`src/rtl/lock_pkg.sv`:
```
package lock_pkg;
  localparam int unsigned NUM_CODES = 3;
  localparam int unsigned SEL_W     = $clog2(NUM_CODES + 1);
  localparam int unsigned BIN_W     = 3;
  localparam int unsigned OH_W      = NUM_CODES + 1;

  localparam logic [SEL_W-1:0] SEL_C1 = 2'b01;
  localparam logic [SEL_W-1:0] SEL_C2 = 2'b10;
  localparam logic [SEL_W-1:0] SEL_C3 = 2'b11;

  localparam logic [BIN_W-1:0] ST_ERR  = 3'b000;
  localparam logic [BIN_W-1:0] ST_S1   = 3'b001;
  localparam logic [BIN_W-1:0] ST_S2   = 3'b010;
  localparam logic [BIN_W-1:0] ST_S3   = 3'b011;
  localparam logic [BIN_W-1:0] ST_OPEN = 3'b111;

  localparam logic [OH_W-1:0] OH_S1 = {1'b1, {(OH_W-1){1'b0}}};
endpackage

```
`src/rtl/lock_code_cmp.sv`:
```
module lock_code_cmp
  import lock_pkg::*;
#(
  parameter int unsigned VAL_W = 8
) (
  input  logic [SEL_W-1:0] sel_i,
  input  logic [VAL_W-1:0] code1_i,
  input  logic [VAL_W-1:0] code2_i,
  input  logic [VAL_W-1:0] code3_i,
  input  logic [VAL_W-1:0] entry_i,
  output logic             equal_o
);
  logic [VAL_W-1:0] picked;

  always_comb begin
    unique case (sel_i)
      SEL_C1:  picked = code1_i;
      SEL_C2:  picked = code2_i;
      SEL_C3:  picked = code3_i;
      default: picked = code1_i;
    endcase
  end

  assign equal_o = (picked == entry_i);
endmodule

```
`src/rtl/lock_ctrl_bin.sv`:
```
module lock_ctrl_bin
  import lock_pkg::*;
(
  input  logic             clk_i,
  input  logic             rst_ni,
  input  logic             restart_i,
  input  logic             new_i,
  input  logic             equal_i,
  output logic             open_o,
  output logic [SEL_W-1:0] sel_o
);
  logic [BIN_W-1:0] st_q;
  logic [BIN_W-1:0] st_d;
  logic r, n, e;

  assign r = restart_i;
  assign n = new_i;
  assign e = equal_i;

  // two-level next-state equations, unreachable codes as don't-cares
  always_comb begin
    st_d[2] = ~r & ((n & e & st_q[1] & st_q[0]) | st_q[2]);
    st_d[1] = ~r & ((n & e & st_q[0]) | (e & st_q[1]) | (~n & st_q[1]) | st_q[2]);
    st_d[0] = r | st_q[2] | (n & e & st_q[1]) | (~n & st_q[0]);
  end

  always_ff @(posedge clk_i or negedge rst_ni) begin
    if (!rst_ni) st_q <= ST_S1;
    else         st_q <= st_d;
  end

  assign sel_o  = st_q[1:0];
  assign open_o = st_q[2];

  logic waiting;
  assign waiting = (st_q == ST_S1) || (st_q == ST_S2) || (st_q == ST_S3);

  assert_bin_hold_R3: assert property (@(posedge clk_i) disable iff (!rst_ni)
    (waiting && !new_i && !restart_i) |=> $stable(st_q));
  assert_bin_adv_R4: assert property (@(posedge clk_i) disable iff (!rst_ni)
    (st_q == ST_S1 && new_i && equal_i && !restart_i) |=> (st_q == ST_S2));
  assert_bin_fail_R5: assert property (@(posedge clk_i) disable iff (!rst_ni)
    (waiting && new_i && !equal_i && !restart_i) |=> (st_q == ST_ERR));
  assert_bin_open_keep_R7: assert property (@(posedge clk_i) disable iff (!rst_ni)
    (st_q == ST_OPEN && !restart_i) |=> (st_q == ST_OPEN));
  assert_bin_err_keep_R8: assert property (@(posedge clk_i) disable iff (!rst_ni)
    (st_q == ST_ERR && !restart_i) |=> (st_q == ST_ERR));
  assert_bin_restart_R10: assert property (@(posedge clk_i) disable iff (!rst_ni)
    restart_i |=> (st_q == ST_S1));
endmodule

```
`src/rtl/lock_ctrl_onehot.sv`:
```
module lock_ctrl_onehot
  import lock_pkg::*;
(
  input  logic             clk_i,
  input  logic             rst_ni,
  input  logic             restart_i,
  input  logic             new_i,
  input  logic             equal_i,
  output logic             open_o,
  output logic [SEL_W-1:0] sel_o
);
  logic [OH_W-1:0] sr_q;
  logic            shift_en, clear_en;

  assign open_o   = sr_q[0];
  assign shift_en = ~open_o & new_i;
  assign clear_en = ~open_o & new_i & ~equal_i;

  always_ff @(posedge clk_i or negedge rst_ni) begin
    if (!rst_ni)       sr_q <= OH_S1;
    else if (restart_i) sr_q <= OH_S1;
    else if (clear_en) sr_q <= '0;
    else if (shift_en) sr_q <= {1'b0, sr_q[OH_W-1:1]};
  end

  // select is read straight from the register bits
  assign sel_o = {~sr_q[OH_W-1], ~sr_q[OH_W-2]};

  assert_oh_onehot_R2: assert property (@(posedge clk_i) disable iff (!rst_ni)
    $onehot0(sr_q));
  assert_oh_fail_R5: assert property (@(posedge clk_i) disable iff (!rst_ni)
    (clear_en && !restart_i) |=> (sr_q == '0));
  assert_oh_open_keep_R7: assert property (@(posedge clk_i) disable iff (!rst_ni)
    (open_o && !restart_i) |=> open_o);
  assert_oh_err_keep_R8: assert property (@(posedge clk_i) disable iff (!rst_ni)
    (sr_q == '0 && !restart_i) |=> (sr_q == '0));
  assert_oh_restart_R10: assert property (@(posedge clk_i) disable iff (!rst_ni)
    restart_i |=> (sr_q == OH_S1));
endmodule

```
`src/rtl/combo_lock.sv`:
```
module combo_lock
  import lock_pkg::*;
#(
  parameter int unsigned VAL_W       = 8,
  parameter bit          CTRL_ONEHOT = 1'b0
) (
  input  logic             clk_i,
  input  logic             rst_ni,
  input  logic             restart_i,
  input  logic             new_i,
  input  logic [VAL_W-1:0] entry_i,
  input  logic [VAL_W-1:0] code1_i,
  input  logic [VAL_W-1:0] code2_i,
  input  logic [VAL_W-1:0] code3_i,
  output logic             open_o,
  output logic [1:0]       sel_o
);
  logic             equal;
  logic [SEL_W-1:0] sel;
  logic             open_l;

  lock_code_cmp #(.VAL_W(VAL_W)) u_cmp (
    .sel_i   (sel),
    .code1_i (code1_i),
    .code2_i (code2_i),
    .code3_i (code3_i),
    .entry_i (entry_i),
    .equal_o (equal)
  );

  if (CTRL_ONEHOT) begin : g_onehot
    lock_ctrl_onehot u_ctrl (
      .clk_i, .rst_ni, .restart_i, .new_i,
      .equal_i (equal),
      .open_o  (open_l),
      .sel_o   (sel)
    );
  end else begin : g_bin
    lock_ctrl_bin u_ctrl (
      .clk_i, .rst_ni, .restart_i, .new_i,
      .equal_i (equal),
      .open_o  (open_l),
      .sel_o   (sel)
    );
  end

  assign open_o = open_l;
  assign sel_o  = sel;

  assert_open_sel_R6: assert property (@(posedge clk_i) disable iff (!rst_ni)
    open_o |-> (sel_o == SEL_C3));
  assert_open_rise_R4: assert property (@(posedge clk_i) disable iff (!rst_ni)
    $rose(open_o) |-> ($past(sel_o) == SEL_C3 && $past(new_i) && $past(equal)));
endmodule

```
`config.mk`:
```
export PLATFORM = sky130hd
export DESIGN_NAME = combo_lock
export DESIGN_NICKNAME = d
export VERILOG_FILES = /design/src/rtl/lock_pkg.sv /design/src/rtl/lock_code_cmp.sv /design/src/rtl/lock_ctrl_bin.sv /design/src/rtl/lock_ctrl_onehot.sv /design/src/rtl/combo_lock.sv
export SDC_FILE = /design/constraint.sdc
export NUM_CORES = 1
export LEC_CHECK = 0
export CAP_MARGIN = 20
export CORE_MARGIN = 5
export CORE_UTILIZATION = 26
export CTS_CLUSTER_DIAMETER = 150
export CTS_CLUSTER_SIZE = 8
export DETAILED_ROUTE_END_ITERATION = 7
export PLACE_DENSITY = 0.78
export SLEW_MARGIN = 25
export SYNTH_ARGS = -nofsm -noshare
export SYNTH_HDL_FRONTEND = slang
export SYNTH_SLANG_ARGS = --single-unit
```
`constraint.sdc`:
```
create_clock -name clk_i -period 1.5 [get_ports clk_i]
set_input_delay 0.3 -clock clk_i [delete_from_list [all_inputs] [get_ports clk_i]]
set_output_delay 0.3 -clock clk_i [all_outputs]
set_load 0.005 [all_outputs]
```
==> impl_results.md <==
- Outcome: complete, but fails checks
- Failing checks: negative setup slack
- R2R depth: 6
- Syn nets: 83
- CTS buffer count: 3
- Top reg by flops: g_bin.u_ctrl.st_q
- Biggest regs: g_bin.u_ctrl.st_q x3
- Xor/xnor cell area share of the yosys netlist: 0.3314
- Syn Std Cell Area: 422.9 um^2
- Largest buffer count on any clock path: 2
- Synth Area in Compound Gates: 0.1006
- Top cell type's share of synthesized area: 0.2899
- Crit path to: g_bin.u_ctrl.st_q[1]$_DFF_PN0_
- Mux share of post-synthesis cell area: 0.1893
- Final std cells w/o fill: 111
- Syn avg cell area: 8.998 um^2
- Fin crit share: 1.104
- Switching Power: 124.7 uW
- Post-route ant nets: 0
- Root Driver: clkbuf_4
- Hold buffer count at cts: 0
- Final WS setup: -156.4 ps
- Initial Utilization: 0.2775
- Final hold viol count: 0
- Total congestion overflow: 0
- Drt via density: 4.883
- Die height: 50.33 um
- Synth Area in Simple Gates: 0.1627
- Tmin final: 1656 ps
- Synth area leaders: xnor2_1 29%, mux2i_1 19%, dfrtp_1 12%
- # IOs: 39
- Proportion of layout cells with a drive suffix above 1: 0.1789
- Final setup fails: 3
- Critical path class: flop to flop
- Pin count of the biggest net entering global routing: 7
- Die Width: 50.33 um
- Fin area: 909.6 um^2
- Post-synthesis instance total: 47
- Ant. Diodes: 0
- Max Freq: 603.7 MHz
- Fin. max-slew vios: 0
- WP data required: 1660 ps
- Input/output buffers: 38
- Adder-Cell Fraction of Synth Area: 0
- Pint: 330.0 uW
- Final Util: 0.5969
- Clock power share: 0.328
- Flops & latches, synth: 3
- CTS tree: yes
- Starting DRT DRC Count: 6
- WL/cell: 12.10 um
- Critical Path Sink Type: flop
- Register area share after synthesis: 0.1805
- Static leakage: 0.3569 nW
- CP arrival: 1820 ps
- Routed Wire Length: 1343 um
- Rel. slew slack: 0.7841
- Post-synth cell types: 21
- Initial antenna violation count: 0
- Vias: 542
- Crit Path Max Fanout: 5
- Commonest non-fill, non-tap cell in the layout: clkdlybuf4s50_1
- Peak supply drop: 0.0003090 V
- Post-synth top area cell: xnor2_1
- Main combinational cell family by area after synthesis: XOR/XNOR gates
- H-tree depth: 1
- Final Total Pwr: 454.8 uW
- Slew @ Worst Pin: 321.2 ps
- Drt first pass iters: 4
- Power density cells: 500.0 nW/um^2
- Global-route wire length before repair: 2166 um
- Layout area overhead: 115.1%
- Site Rows: 14
- R2R Setup Slk: -160 ps
- Register share of total power: 0.191
- TritonCTS sink count: 3
- Critical path origin: g_bin.u_ctrl.st_q[0]$_DFF_PN1_
- DP HPWL: 1161 um
- Clock Skew: 2.665 ps
- Max reg flops: 3
- Total GRT Usage: 0.1101
- Switching Share: 0.2743
- Die area: 2533 um^2
- Critical path startpoint category: flop
- R2R Path Start: g_bin.u_ctrl.st_q[0]$_DFF_PN1_
- Placed Cells: 103
- RD Place Congestion: 0.8804
- Core Area: 1524 um^2
- RSZ-0062 raised after global routing: true
- Setup TNS: -446.2 ps
- MaxCap Viol Count: 0
- Syn. warnings: 0
- RR Endpoint: g_bin.u_ctrl.st_q[1]$_DFF_PN0_
- Dpl cell area: 834.6 um^2
- Vias in the first global route: 523
- Clock insertion delay at the later pin of the skew report: 240 ps
- Nets: 132
- CTS clk-pin slew, worst paths: 40 ps
- Combinational share of power: 0.481
- Fillers: 144
- Hold Crit Class: primary input to async pin
- Commonest cells after routing, fill and taps aside: 37 x clkdlybuf4s50_1, 14 x xnor2_1, 6 x mux2i_1, 6 x buf_4
- Post-route DRC: 0
[cells in the mapped netlist]
| library cell | number |
|---|---|
| xor2_1 | 2 |
| nor3_2 | 1 |
| nor3_1 | 1 |
| nor2_1 | 1 |
| nor4_1 | 1 |
| buf_6 | 1 |
| xnor2_1 | 14 |
| nand3_1 | 1 |
| o21ai_0 | 1 |
| nand2_1 | 2 |
| nor4_2 | 1 |
| and2_1 | 1 |
| a21oi_1 | 3 |
| dfstp_2 | 1 |
| a211oi_1 | 1 |
| o41ai_1 | 1 |
| inv_1 | 1 |
| dfrtp_1 | 2 |
| a31oi_1 | 1 |
| mux2i_1 | 8 |
| nand4_1 | 2 |
[layer usage]
layer | part of all wire | global-route usage | up-vias
met5 | 0 | 0 | -
li1 | - | - | 268
met4 | 0.0060 | 0.06383 | 0
met3 | 0.11 | 0.04734 | 2
met2 | 0.54 | 0.1925 | 30
met1 | 0.34 | 0.1066 | 242
[how the worst min path moves through the flow]
stage / start / end / cells after the start
global placement: rst_ni / g_bin.u_ctrl.st_q[2]$_DFF_PN0_ / 1
CTS: rst_ni / g_bin.u_ctrl.st_q[1]$_DFF_PN0_ / 1
finish: rst_ni / g_bin.u_ctrl.st_q[1]$_DFF_PN0_ / 1
floorplan: rst_ni / g_bin.u_ctrl.st_q[1]$_DFF_PN0_ / 0
global route: rst_ni / g_bin.u_ctrl.st_q[1]$_DFF_PN0_ / 1
detailed placement: rst_ni / g_bin.u_ctrl.st_q[1]$_DFF_PN0_ / 1
[logic make-up after synthesis]
kind of cell / after synthesis
XOR/XNOR: 16
AND/OR/NAND/NOR: 11
multiplexers: 8
AO/OA/AOI/OAI: 7
flip-flops: 3
buffers and inverters: 2
[area by class of cell]
class	instances	area [um^2]	share of cell area
timing repair buffer	45	435.4	0.4787
multi-input combinational	42	347.8	0.3824
sequential	3	76.32	0.08391
clock buffer	4	26.28	0.02889
tap	16	20.02	0.02201
inverter	1	3.754	0.004127
[worst max-delay path, stage by stage (launching register included)]
cell and delay (ps):
dfstp_2 550, buf_4 150, mux2i_1 220, xnor2_1 110
nor3_1 280, a21oi_1 120, nor3_2 140
[power groups by stage]
stage               clock, mW  sequential, mW  combinational, mW
floorplan                   0          0.0871             0.0875
global placement            0          0.0924              0.200
detailed placement          0          0.0924              0.202
CTS                     0.150          0.0861              0.212
global route            0.165          0.0871              0.235
finish                  0.149          0.0867              0.219
[stage by stage]
step                      hold slack (ps)  worst slack (ps)
final                               248.1            -156.4
after global routing                244.7            -237.8
after CTS                           251.9            -138.3
after detailed placement            500.2            -181.2
after global placement              497.3            -142.6
after floorplan                     4.409            -84.00
[timing repair]
item / CTS / global route
setup endpoints to repair: 4 / 5
buffers inserted: 2 / 2
resized for setup: 1 / 5
gates cloned: 0 / 0
pin swaps: 1 / 4
Power figures use the tool's default switching activity.
